## src/rtl/blk_mark_pkg.sv

```systemverilog
package blk_mark_pkg;

    typedef enum logic [1:0] {
        ST_IDLE = 2'd0,
        ST_REQ  = 2'd1,
        ST_RECV = 2'd2
    } scan_st_e;

    typedef enum logic {
        RULE_LEGACY    = 1'b0,
        RULE_COMPLIANT = 1'b1
    } rule_e;

    typedef struct packed {
        logic bad;
        logic err;
    } verdict_t;

    function automatic verdict_t mk_verdict(input logic is_err, input logic is_bad);
        verdict_t v;
        v.err = is_err;
        v.bad = is_bad & ~is_err;
        return v;
    endfunction

endpackage

```

## src/rtl/blk_mark_addr.sv

```systemverilog
module blk_mark_addr
    import blk_mark_pkg::*;
#(
    parameter int BLK_W = 16,
    parameter int PPB_W = 10
) (
    input  logic [BLK_W-1:0]       blk,
    input  logic [PPB_W-1:0]       ppb,
    input  rule_e                  rule,
    input  logic                   second,
    output logic [BLK_W+PPB_W-1:0] page
);
    localparam int PG_W = BLK_W + PPB_W;

    logic [PG_W-1:0] base;
    logic [PG_W-1:0] step;

    always_comb begin
        base = PG_W'(blk) * PG_W'(ppb);
        if (!second)
            step = '0;
        else if (rule == RULE_COMPLIANT)
            step = PG_W'(ppb) - PG_W'(1);
        else
            step = PG_W'(1);
        page = base + step;
    end
endmodule

```

## src/rtl/blk_mark_judge.sv

```systemverilog
module blk_mark_judge
    import blk_mark_pkg::*;
#(
    parameter int SP_W = 12
) (
    input  logic            beat_valid,
    input  logic [7:0]      beat_data,
    input  logic            beat_err,
    input  logic [SP_W-1:0] beat_idx,
    input  rule_e           rule,
    output logic            zero_hit
);
    logic in_window;

    always_comb begin
        in_window = (rule == RULE_COMPLIANT) || (beat_idx == '0);
        zero_hit  = beat_valid && !beat_err && in_window && (beat_data == 8'h00);
    end
endmodule

```

## src/rtl/blk_mark_scan.sv

```systemverilog
module blk_mark_scan
    import blk_mark_pkg::*;
#(
    parameter int BLK_W = 16,
    parameter int PPB_W = 10,
    parameter int SP_W  = 12
) (
    input  logic                   clk,
    input  logic                   rst,
    input  logic                   start,
    input  logic [BLK_W-1:0]       blk_in,
    input  logic [PPB_W-1:0]       ppb_in,
    input  logic [SP_W-1:0]        spare_in,
    input  logic                   mode_in,
    output logic                   busy,
    output logic                   done,
    output logic                   bad,
    output logic                   err,
    output logic                   req_valid,
    input  logic                   req_ready,
    output logic [BLK_W+PPB_W-1:0] req_page,
    output logic [SP_W-1:0]        req_col,
    output logic [SP_W-1:0]        req_len,
    input  logic                   rsp_valid,
    input  logic [7:0]             rsp_data,
    input  logic                   rsp_last,
    input  logic                   rsp_err
);
    scan_st_e         st_q;
    logic [BLK_W-1:0] blk_q;
    logic [PPB_W-1:0] ppb_q;
    logic [SP_W-1:0]  len_q;
    rule_e            rule_q;
    logic             second_q;
    logic             hit_q;
    logic [SP_W-1:0]  idx_q;
    logic             done_q;
    verdict_t         verdict_q;
    logic             zero_hit;
    logic             stream_end;
    logic             any_hit;

    blk_mark_addr #(.BLK_W(BLK_W), .PPB_W(PPB_W)) u_addr (
        .blk    (blk_q),
        .ppb    (ppb_q),
        .rule   (rule_q),
        .second (second_q),
        .page   (req_page)
    );

    blk_mark_judge #(.SP_W(SP_W)) u_judge (
        .beat_valid (rsp_valid && st_q == ST_RECV),
        .beat_data  (rsp_data),
        .beat_err   (rsp_err),
        .beat_idx   (idx_q),
        .rule       (rule_q),
        .zero_hit   (zero_hit)
    );

    assign stream_end = rsp_valid && (rsp_last || rsp_err);
    assign any_hit    = hit_q || zero_hit;

    always_ff @(posedge clk) begin
        if (rst) begin
            st_q      <= ST_IDLE;
            blk_q     <= '0;
            ppb_q     <= '0;
            len_q     <= '0;
            rule_q    <= RULE_LEGACY;
            second_q  <= 1'b0;
            hit_q     <= 1'b0;
            idx_q     <= '0;
            done_q    <= 1'b0;
            verdict_q <= '0;
        end else begin
            done_q <= 1'b0;
            unique case (st_q)
                ST_IDLE: begin
                    if (start) begin
                        blk_q    <= blk_in;
                        ppb_q    <= ppb_in;
                        len_q    <= spare_in;
                        rule_q   <= rule_e'(mode_in);
                        second_q <= 1'b0;
                        st_q     <= ST_REQ;
                    end
                end
                ST_REQ: begin
                    if (req_ready) begin
                        idx_q <= '0;
                        hit_q <= 1'b0;
                        st_q  <= ST_RECV;
                    end
                end
                ST_RECV: begin
                    if (rsp_valid) begin
                        idx_q <= idx_q + SP_W'(1);
                        if (zero_hit)
                            hit_q <= 1'b1;
                        if (stream_end) begin
                            if (rsp_err || any_hit || second_q) begin
                                st_q      <= ST_IDLE;
                                done_q    <= 1'b1;
                                verdict_q <= mk_verdict(rsp_err, any_hit);
                            end else begin
                                second_q <= 1'b1;
                                st_q     <= ST_REQ;
                            end
                        end
                    end
                end
                default: st_q <= ST_IDLE;
            endcase
        end
    end

    assign busy      = (st_q != ST_IDLE);
    assign done      = done_q;
    assign bad       = verdict_q.bad;
    assign err       = verdict_q.err;
    assign req_valid = (st_q == ST_REQ);
    assign req_col   = '0;
    assign req_len   = len_q;
endmodule

```

## config.mk

```make
export PLATFORM = sky130hd
export DESIGN_NAME = blk_mark_scan
export DESIGN_NICKNAME = d
export VERILOG_FILES = /design/src/rtl/blk_mark_pkg.sv /design/src/rtl/blk_mark_addr.sv /design/src/rtl/blk_mark_judge.sv /design/src/rtl/blk_mark_scan.sv
export SDC_FILE = /design/constraint.sdc
export NUM_CORES = 1
export LEC_CHECK = 0
export ABC_CLOCK_PERIOD_IN_PS = 12800
export CAP_MARGIN = 20
export CORE_AREA = 2 2 169 171
export CTS_BUF_LIST = sky130_fd_sc_hd__clkbuf_2
export CTS_CLUSTER_DIAMETER = 150
export DETAILED_ROUTE_END_ITERATION = 16
export DIE_AREA = 0 0 171 173
export SYNTH_ARGS = -nofsm -noshare
export SYNTH_HDL_FRONTEND = slang
export SYNTH_SLANG_ARGS = --single-unit
```

## constraint.sdc

```tcl
create_clock -name clk -period 12.8 [get_ports clk]
set_clock_uncertainty 0.15 [all_clocks]
set_input_delay 1.28 -clock clk [delete_from_list [all_inputs] [get_ports clk]]
set_output_delay 1.28 -clock clk [all_outputs]
set_load 0.02 [all_outputs]
```

==> summary.md, run 1 <==
| Metric | Value |
|---|---|
| Status | complete, no violations |
| Drt pass-1 iters | 5 |
| Placed inst area | 9430 um2 |
| Syn Area/Cell | 8.18 um2 |
| Hpwl dp | 15,700 um |
| Resize count post-CTS | 0 |
| Clock transition at path regs | 0.19 ns |
| Worst Hold Class | flip-flop to flip-flop |
| Top_reg_cell synth | dfxtp_1 |
| Worst path arrival time | 7.02 ns |
| CP max stage delay | 0.79 ns |
| CP max stage cell | dfxtp_1 |
| Total Negative Setup Slacks | 0 ns |
| IO Count | 109 |
| RSZ-0062 raised after global routing | false |
| Worst slew margin | 40.4% |
| Total CTS buffers | 9 |
| R2R Setup Slk | 10.55 ns |
| Power Total | 495 uW |
| Largest net degree at the start of global routing | 49 |
| Routed WL | 19,400 um |
| Synth cell count leaders | 207 x nand2_1, 174 x inv_1, 135 x fa_1 |
| Routed Antenna Nets | 0 |
| WS Path Type | flip-flop to primary output |
| Register area share after synthesis | 14.1% |
| Wire per inst | 13.4 um |
| Setup violators final | 0 |
| Number of synthesized flops with an enable pin | 0 |
| Cell repeated most along the worst path | inv_1 |
| Worst Slack Setup Final | 4.35 ns |
| Distinct cells, synth | 48 |
| Most common cell in the netlist | nand2_1 |
| Vias per cell | 4.49 |
| CTS Hold Buffers Added | 0 |
| Critical-path cell list | inv_1, ha_1, nand2_1, or3_1, nor2_1, nand2_1, inv_1, fa_1, fa_1, inv_1, fa_1, inv_1, ha_1, nand4_1, nor2_1, o211ai_1, a31oi_1, nand3_1, a32oi_1, xnor2_1, clkdlybuf4s50_1 |
| Flop and latch count out of synthesis | 58 |
| Util after Layout | 34.5% |
| Synth-to-Final Area Change | 16.1% |
| Worst EP required | 11.37 ns |
| Layout cells sized above 1 | 2.25% |
| Clk_lat worst skew | 0.47 ns |
| Min Hold Slack | 0.315 ns |
| Maximum VDD drop | 0.0425 mV |
| GPL Wtd Cong | 0.814 |
| Final Max Slew Viols | 0 |
| Die ar. | 29,600 um2 |
| CTS Root Buffer Type | clkbuf_2 |
| Period Utilization, post-route | 66.0% |
| Setup bufs post-CTS | 0 |
| CP Capture Type | primary output |
| Max-Cap Viols | 0 |
| Drt drc | 0 |
| Design area | 9530 um2 |
| Core box area | 27,600 um2 |
| GRT Util Overall | 13.9% |
| CTS max path bufs | 2 |
| Die width | 171 um |
| Dpl cells | 1,429 |
| Initial antenna violation count | 1 |
| Cell taking the most area after synthesis | fa_1 |
| Area of the mapped netlist | 8210 um2 |
| Ys async rst share | 0% |
| Setup crit start kind | flip-flop |
| Slew @ Worst Pin | 0.893 ns |
| Worst-path maximum fanout | 20 |
| Die Ht | 173 um |
| Row cnt | 61 |
| Clk sinks | 58 |
| Tmin final | 8.45 ns |
| Via count | 6,493 |
| Vias in the first global route | 6,882 |
| Post-synth top area share | 32.9% |
| TritonCTS clock tree | yes |
| Grt ovf | 0 |
| Warnings, synthesis | 0 |
| Starting DRT DRC Count | 359 |
| Dpl ws | 4.89 ns |
| # nets final | 1,313 |
| # H-tree levels | 3 |
| Global-route wire length before repair | 33,500 um |
| F_max | 118 MHz |
| Fin. Hold Viols | 0 |
| Layout Cells excl Fill | 1,446 |
| Synth Instances | 1,004 |
| Starting Density | 29.7% |
| Synth area leaders | fa_1 33%, dfxtp_1 14%, nand2_1 9.5% |
| # port buffers | 96 |
| P_leak | 4.47 nW |
| PD cells | 52.0 nW/um2 |
[critical path: cells and delay by family (launching register included)]
kind,cells,cell delay (ns)
adder cells (fa/ha/maj),5,2.16
AND/OR/NAND/NOR,7,1.41
XOR/XNOR,1,0.15
AO/OA/AOI/OAI,3,0.80
buffers and inverters,5,1.21
flip-flops,1,0.79
[placed cells by master (no fill, tap or decap), drive strengths merged, types with 6 or more instances in the layout]
cell type and count:
nand2 207, inv 175, fa 135, clkdlybuf4s50 96, and2 64, a21oi 63
ha 62, dfxtp 58, nor2 39, xnor2 18, xor2 17, o21ai 17
conb 12, nand2b 10, clkbuf 9, nand3 8, or3 8, nor3 7
a21o 6
[final timing paths]
check                                start  cells past startpoint            to
worst min register to register  req_len[9]                      2    req_len[9]
worst max register to register    idx_q[0]                      9           err
worst min-delay path            req_len[9]                      2    req_len[9]
worst max-delay path              ppb_q[0]                     21  req_page[25]
[registers in the layout (all words and copies together), names as in the netlist]
name and flops:
bad 1, blk_q 16, done 1, err 1
hit_q 1, idx_q 12, ppb_q 10, req_len 12
rule_q 1, second_q 1, st_q 2
[metal layers]
| metal | vias up | track usage [%] | routed length [um] |
|---|---|---|---|
| met5 | - | 0 | 0 |
| met4 | 0 | 3.39 | 286 |
| met3 | 18 | 2.47 | 1050 |
| met2 | 142 | 24.2 | 9710 |
| met1 | 3178 | 17.8 | 8390 |
| li1 | 3155 | - | - |
[layout make-up]
class,instances,area [um2]
fill,2985,18100
multi-input combinational,720,6160
sequential,58,1160
timing repair buffer,99,983
inverter,174,653
tap,378,473
clock inverter,7,55.1
clock buffer,9,45.0
antenna,1,2.50
[kinds of logic (layout without fill, tap and decap cells)]
logic type,Yosys count,in the layout,share of synthesized area (%)
AND/OR/NAND/NOR,359,359,19.8
buffers and inverters,237,289,11.4
adder cells (fa/ha/maj),197,197,42.4
AO/OA/AOI/OAI,117,117,8.58
flip-flops,58,58,14.1
XOR/XNOR,35,35,3.73
other,1,13,0.0457
[power by group]
| part | internal (mW) | total (mW) | switching, mW |
|---|---|---|---|
| sequential | 0.189 | 0.216 | 0.0265 |
| combinational | 0.0805 | 0.176 | 0.0960 |
| clock | 0.0267 | 0.103 | 0.0759 |
| total | 0.297 | 0.495 | 0.198 |
Power figures use the tool's default switching activity.
==> run 2: changes to the inputs <==
--- a/config.mk
+++ b/config.mk
@@ -5,7 +5,7 @@
 export SDC_FILE = /design/constraint.sdc
 export NUM_CORES = 1
 export LEC_CHECK = 0
-export ABC_CLOCK_PERIOD_IN_PS = 12800
+export ABC_CLOCK_PERIOD_IN_PS = 8300
 export CAP_MARGIN = 20
 export CORE_AREA = 2 2 169 171
 export CTS_BUF_LIST = sky130_fd_sc_hd__clkbuf_2
==> constraint.sdc (replaced) <==
create_clock -name clk -period 8.3 [get_ports clk]
set_clock_uncertainty 0.15 [all_clocks]
set_input_delay 0.83 -clock clk [delete_from_list [all_inputs] [get_ports clk]]
set_output_delay 0.83 -clock clk [all_outputs]
set_load 0.02 [all_outputs]
==> run 2 against run 1 <==
Compared with the run above:
- cell count rose by 0.21%
- critical path type unchanged
- non-clock buffer count grew 4
- largest power group unchanged
- first-iteration DRC count decreased by 30%
- largest cell class unchanged
- combinational power increased by 56%
- cell area grew 0.68%
- routed wire length is 0.96% higher
- sequential share of layout area hardly changed
- clock-buffer cell count unchanged
- die area unchanged
- critical endpoint unchanged
==> summary.md, run 2 (synthesis gave the netlist of run 1 again) <==
| Metric | Value |
|---|---|
| Status | complete, no violations (unchanged) |
| Reg2reg start | idx_q[0] (unchanged) |
| R2R Setup Slk | 6.02 ns (was 10.55 ns) |
| Clk_lat worst skew | 0.49 ns (was 0.47 ns) |
| F_max | 129 MHz |
| # nets final | 1,317 (was 1,313) |
| Total CTS buffers | 9 (unchanged) |
| Setup violators final | 0 (unchanged) |
| Worst EP required | 7.32 ns (was 11.37 ns) |
| Largest register by flop count | blk_q (unchanged) |
| Slew @ Worst Pin | 0.867 ns (was 0.893 ns) |
| Maximum VDD drop | 0.0752 mV (was 0.0425 mV) |
| Power Total | 811 uW (was 495 uW) |
| Row cnt | 61 (unchanged) |
| Worst r2r dst | err (unchanged) |
| Hold Path End | req_len[9] (unchanged) |
| Hold Path Cell Cnt | 2 (unchanged) |
| Worst slew margin | 42.1% (was 40.4%) |
| Max-Cap Viols | 0 (unchanged) |
| Die width | 171 um (unchanged) |
| Starting Density | 29.7% (unchanged) |
| Worst Hold Class | flip-flop to flip-flop (unchanged) |
| Design area | 9590 um2 (was 9530 um2) |
| Die Ht | 173 um (unchanged) |
| Starting DRT DRC Count | 252 (was 359) |
| Most common cell after layout, fill and taps aside | nand2_1 (unchanged) |
| Clock transition at path regs | 0.15 ns (was 0.19 ns) |
| # H-tree levels | 3 (unchanged) |
| Clk sinks | 58 (unchanged) |
| Grt ovf | 0 (unchanged) |
| Final Max Slew Viols | 0 (unchanged) |
| Fin. Hold Viols | 0 (unchanged) |
| Worst-path maximum fanout | 20 (unchanged) |
| Synth-to-Final Area Change | 16.9% (was 16.1%) |
| Tmin final | 7.74 ns |
| Min-delay src | req_len[9] (unchanged) |
| Setup crit start kind | flip-flop (unchanged) |
| Total Negative Setup Slacks | 0 ns (unchanged) |
| TritonCTS clock tree | yes (unchanged) |
| Worst path arrival time | 6.76 ns (was 7.02 ns) |
| Hpwl dp | 15,900 um (was 15,700 um) |
| Die ar. | 29,600 um2 (unchanged) |
| Routed Antenna Nets | 0 (unchanged) |
| Period Utilization, post-route | 93.2% |
| RSZ-0062 raised after global routing | false (unchanged) |
| Initial antenna violation count | 1 (unchanged) |
| Wire per inst | 13.5 um (was 13.4 um) |
| Max reg flops | 16 (unchanged) |
| Layout cells sized above 1 | 2.80% (was 2.25%) |
| GPL Wtd Cong | 0.811 (was 0.814) |
| PD cells | 84.5 nW/um2 (was 52.0 nW/um2) |
| Drt pass-1 iters | 4 (was 5) |
| Worst r2r path cells | 9 (unchanged) |
| Via count | 6,531 (was 6,493) |
| Routed WL | 19,600 um (was 19,400 um) |
| Vias per cell | 4.51 (was 4.49) |
| CTS max path bufs | 2 (unchanged) |
| GRT Util Overall | 13.9% (about the same) |
| WS Path Type | flip-flop to primary output (unchanged) |
| Setup bufs post-CTS | 0 (unchanged) |
| Placed inst area | 9460 um2 (was 9430 um2) |
| Vias in the first global route | 6,871 (was 6,882) |
| Global-route wire length before repair | 33,700 um (was 33,500 um) |
| Dpl cells | 1,433 (was 1,429) |
| Drt drc | 0 (unchanged) |
| Layout Cells excl Fill | 1,449 (was 1,446) |
| CP Capture Type | primary output (unchanged) |
| Largest net degree at the start of global routing | 49 (unchanged) |
| IO Count | 109 (unchanged) |
| P_leak | 4.50 nW (was 4.47 nW) |
| Util after Layout | 34.7% (was 34.5%) |
| Most frequent cells in the layout | 207 x nand2_1, 173 x inv_1, 135 x fa_1 (was 207 x nand2_1, 174 x inv_1, 135 x fa_1) |
| CTS Root Buffer Type | clkbuf_2 (unchanged) |
| # port buffers | 96 (unchanged) |
| Core box area | 27,600 um2 (unchanged) |
## run 2: cell count changes in the layout (fill, tap and decap cells not counted)
| cell | before | now |
|---|---|---|
| clkinvlp_4 | 2 | 1 |
| clkinv_2 | 1 | 2 |
| buf_4 | 3 | 7 |
| dfxtp_2 | 0 | 3 |
| clkinv_1 | 0 | 1 |
| bufinv_16 | 0 | 2 |
| inv_1 | 174 | 173 |
| clkinv_4 | 3 | 1 |
| inv_6 | 1 | 0 |
| dfxtp_1 | 58 | 55 |
## run 2: final cells by class
type                            instances  area, um2
Fill cell                            2973      18000
Multi-Input combinational cell        720       6160
Sequential cell                        58       1160
Timing Repair Buffer                  103       1010
Inverter                              174        657
Tap cell                              378        473
Clock inverter                          6       82.6
Clock buffer                            9       45.0
Antenna cell                            1       2.50
## run 2: worst max-delay path by stage
stage / startpoint / endpoint / cells past startpoint
after floorplan: ppb_q[4] / req_page[24] / 17
after global placement: ppb_q[0] / req_page[25] / 22
after detailed placement: ppb_q[4] / req_page[25] / 18
after CTS: ppb_q[0] / req_page[25] / 22
after global routing: ppb_q[5] / req_page[25] / 18
final: ppb_q[5] / req_page[25] / 18
## run 2: per-stage QoR
stage               setup slack, ns  hold slack (ns)
global placement               1.02            0.291
floorplan                      2.00            0.285
detailed placement            0.998            0.299
global route                 0.0772            0.340
CTS                           0.383            0.319
finish                        0.565            0.316
## run 2: worst max-delay path, stage by stage (launching register included)
cell             delay, ns
dfxtp_1               0.89
nand2_1               0.18
fa_1                  0.56
inv_1                 0.06
fa_1                  0.55
fa_1                  0.43
fa_1                  0.49
inv_1                 0.05
fa_1                  0.53
inv_1                 0.04
ha_1                  0.32
nand4_1               0.24
nor2_1                0.16
o211ai_1              0.25
a31oi_1               0.33
nand3_1               0.17
a32oi_1               0.26
xnor2_1               0.16
clkdlybuf4s50_1       0.63
## run 2: power breakdown
part           switching (mW)  internal, mW
Clock                   0.107        0.0967
Sequential             0.0394         0.292
Combinational           0.150         0.125
Total                   0.297         0.514
## run 2: per-layer routing
metal / wire [um] / vias up / GRT usage (%)
met4: 154 / 0 / 2.44
li1: - / 3164 / -
met1: 8740 / 3241 / 17.9
met2: 9910 / 114 / 24.8
met5: 0 / - / 0
met3: 811 / 12 / 1.95
## run 2: timing repair
| action | 4_1_cts | 5_1_grt |
|---|---|---|
| resized for setup | 0 | 4 |
| endpoints found under the setup margin | 0 | 1 |
| hold buffers | 0 | 0 |
==> run 3: changes to the inputs <==
--- a/config.mk
+++ b/config.mk
@@ -8,7 +8,7 @@
 export ABC_CLOCK_PERIOD_IN_PS = 8300
 export CAP_MARGIN = 20
 export CORE_AREA = 2 2 169 171
-export CTS_BUF_LIST = sky130_fd_sc_hd__clkbuf_2
+export CTS_BUF_LIST = sky130_fd_sc_hd__clkbuf_4 sky130_fd_sc_hd__clkbuf_8
 export CTS_CLUSTER_DIAMETER = 150
 export DETAILED_ROUTE_END_ITERATION = 16
 export DIE_AREA = 0 0 171 173
==> run 3 against run 2 <==
Compared with the run above:
- routed wire length shrank 0.43%
- worst hold slack lost 0.014 ns
- sequential share of layout area shrank 0.14 points
- setup slack gained 0.093 ns
- flip-flop and latch count is the same
- non-clock buffer count is the same
- via count shrank 0.11%
- cell count is essentially flat
- critical endpoint unchanged
==> summary.md, run 3 (synthesis gave the netlist of run 1 again) <==
| Metric | Value |
|---|---|
| Routed WL | 19,500 um (was 19,600 um) |
| P_leak | 4.55 nW (was 4.50 nW) |
| # port buffers | 96 (unchanged) |
| Resize count post-CTS | 0 (unchanged) |
| Wire per inst | 13.5 um (about the same) |
| Max reg flops | 16 (unchanged) |
| Util after Layout | 35.0% (was 34.7%) |
| Tmin final | 7.64 ns (was 7.74 ns) |
| Drt drc | 0 (unchanged) |
| TritonCTS clock tree | yes (unchanged) |
| # H-tree levels | 3 (unchanged) |
| Placed inst area | 9460 um2 (unchanged) |
| Worst Hold Class | flip-flop to flip-flop (unchanged) |
| Hold Path Cell Cnt | 2 (unchanged) |
| Final Max Slew Viols | 0 (unchanged) |
| Worst slew margin | 42.1% (about the same) |
| Max-Cap Viols | 0 (unchanged) |
| GPL Wtd Cong | 0.811 (unchanged) |
| Synth-to-Final Area Change | 17.8% (was 16.9%) |
| F_max | 131 MHz (was 129 MHz) |
| Via count | 6,524 (was 6,531) |
| Maximum VDD drop | 0.0882 mV (was 0.0752 mV) |
| Clock share of power | 32.2% (was 25.2%) |
| Core box area | 27,600 um2 (unchanged) |
| Cell repeated most along the worst path | inv_1 (was fa_1) |
| WS Path Type | flip-flop to primary output (unchanged) |
| Most frequent cells in the layout | 207 x nand2_1, 174 x inv_1, 135 x fa_1 (was 207 x nand2_1, 173 x inv_1, 135 x fa_1) |
| Combinational share of power | 30.7% (was 33.9%) |
| Largest net degree at the start of global routing | 49 (unchanged) |
| Vias per cell | 4.51 (about the same) |
| Clock transition at path regs | 0.07 ns (was 0.15 ns) |
| CP max stage cell | clkdlybuf4s50_1 (was dfxtp_1) |
| Clk sinks | 58 (unchanged) |
| Worst-path maximum fanout | 20 (unchanged) |
| Layout cells sized above 1 | 2.52% (was 2.80%) |
| Total CTS buffers | 9 (unchanged) |
| Design area | 9670 um2 (was 9590 um2) |
| Routed Antenna Nets | 0 (unchanged) |
| Switch share | 33.8% (was 36.6%) |
| Ant. Diodes | 0 (was 1) |
| RSZ-0062 raised after global routing | false (unchanged) |
| Die width | 171 um (unchanged) |
| IO Count | 109 (unchanged) |
| Starting Density | 29.7% (unchanged) |
| CTS max path bufs | 2 (unchanged) |
| Hpwl dp | 15,900 um (unchanged) |
| Grt ovf | 0 (unchanged) |
| Setup crit start kind | flip-flop (unchanged) |
| Starting DRT DRC Count | 280 (was 252) |
| # nets final | 1,317 (unchanged) |
| CP max stage delay | 0.63 ns (was 0.89 ns) |
| Fin. Hold Viols | 0 (unchanged) |
| Vias in the first global route | 6,866 (was 6,871) |
| Seq pwr share | 37.1% (was 40.9%) |
| Worst EP required | 7.32 ns (about the same) |
| Initial antenna violation count | 0 (was 1) |
| Reg2reg start | idx_q[0] (unchanged) |
| Worst path arrival time | 6.66 ns (was 6.76 ns) |
| Power Total | 894 uW (was 811 uW) |
| Clk_lat worst skew | 0.34 ns (was 0.49 ns) |
| Worst r2r path cells | 9 (unchanged) |
| Crit. Startpoint | ppb_q[0] (was ppb_q[5]) |
| Largest register by flop count | blk_q (unchanged) |
| Global-route wire length before repair | 33,700 um (about the same) |
| Slew @ Worst Pin | 0.867 ns (about the same) |
| Die Ht | 173 um (unchanged) |
| Min-delay src | req_len[9] (unchanged) |
| Critical-path cell list | inv_1, ha_1, nand2_1, or3_1, nor2_1, nand2_1, buf_4, inv_1, fa_1, fa_1, inv_1, fa_1, inv_1, ha_1, nand4_1, nor2_1, o211ai_1, a31oi_1, nand3_1, a32oi_1, xnor2_1, clkdlybuf4s50_1 (was nand2_1, fa_1, inv_1, fa_1, fa_1, fa_1, inv_1, fa_1, inv_1, ha_1, nand4_1, nor2_1, o211ai_1, a31oi_1, nand3_1, a32oi_1, xnor2_1, clkdlybuf4s50_1) |
| CTS Hold Buffers Added | 0 (unchanged) |
| Status | complete, no violations (unchanged) |
| PD cells | 92.4 nW/um2 (was 84.5 nW/um2) |
| Most common cell after layout, fill and taps aside | nand2_1 (unchanged) |
| Drt pass-1 iters | 5 (was 4) |
| Die ar. | 29,600 um2 (unchanged) |
| CTS Root Buffer Type | clkbuf_8 (was clkbuf_2) |
| Row cnt | 61 (unchanged) |
| Total Negative Setup Slacks | 0 ns (unchanged) |
| Layout Cells excl Fill | 1,448 (was 1,449) |
| Dpl cells | 1,433 (unchanged) |
| NetSw | 302 uW (was 297 uW) |
| Pint | 592 uW (was 514 uW) |
| GRT Util Overall | 13.9% (about the same) |
| Setup bufs post-CTS | 0 (unchanged) |
| Setup violators final | 0 (unchanged) |
| Period Utilization, post-route | 92.1% (was 93.2%) |
| CP Capture Type | primary output (unchanged) |
-- run 3: changes by cell type in the layout (fill, tap and decap cells not counted) --
| cell | delta |
|---|---|
| clkbuf_2 | -9 |
| clkbuf_8 | +10 |
| clkinv_1 | -1 |
| clkinvlp_4 | -1 |
| dfxtp_1 | +3 |
| dfxtp_2 | -3 |
| diode_2 | -1 |
| inv_1 | +1 |
-- run 3: final timing paths --
kind / slack, ns / end
worst max-delay path: 0.66 / req_page[25]
worst min-delay path: 0.30 / req_len[9]
worst max register to register: 6.03 / err
worst min register to register: 0.30 / req_len[9]
-- run 3: final cells by class --
class                           count  area (um2)
Clock buffer                       10         138
Tap cell                          378         473
Sequential cell                    58        1160
Multi-Input combinational cell    720        6160
Clock inverter                      5        78.8
Inverter                          174         653
Timing Repair Buffer              103        1010
Fill cell                        2967       18000
-- run 3: through the flow --
step	setup WS [ns]	hold WS [ns]
2_1_floorplan	2.00	0.285
3_3_place_gp	1.02	0.291
3_5_place_dp	0.998	0.299
4_1_cts	0.591	0.308
5_1_grt	0.135	0.328
6_report	0.658	0.302
-- run 3: critical path, delay by kind of cell, from the launching register on --
kind                     cells  cell delay (ns)
XOR/XNOR                     1             0.16
AO/OA/AOI/OAI                3             0.84
flip-flops                   1             0.54
buffers and inverters        6             1.45
AND/OR/NAND/NOR              7             1.25
adder cells (fa/ha/maj)      5             2.07
-- run 3: power groups by stage --
stage | clock (mW) | combinational (mW) | sequential, mW
3_3_place_gp | 0 | 0.276 | 0.337
5_1_grt | 0.312 | 0.311 | 0.335
4_1_cts | 0.298 | 0.281 | 0.331
6_report | 0.288 | 0.274 | 0.331
2_1_floorplan | 0 | 0.197 | 0.309
3_5_place_dp | 0 | 0.280 | 0.337
-- run 3: layer usage --
metal,global-route usage [%],routed length (um),up-vias
li1,-,-,3166
met1,17.9,8670,3233
met2,24.9,9920,117
met3,2.22,818,8
met4,2.22,125,0
met5,0,0,-
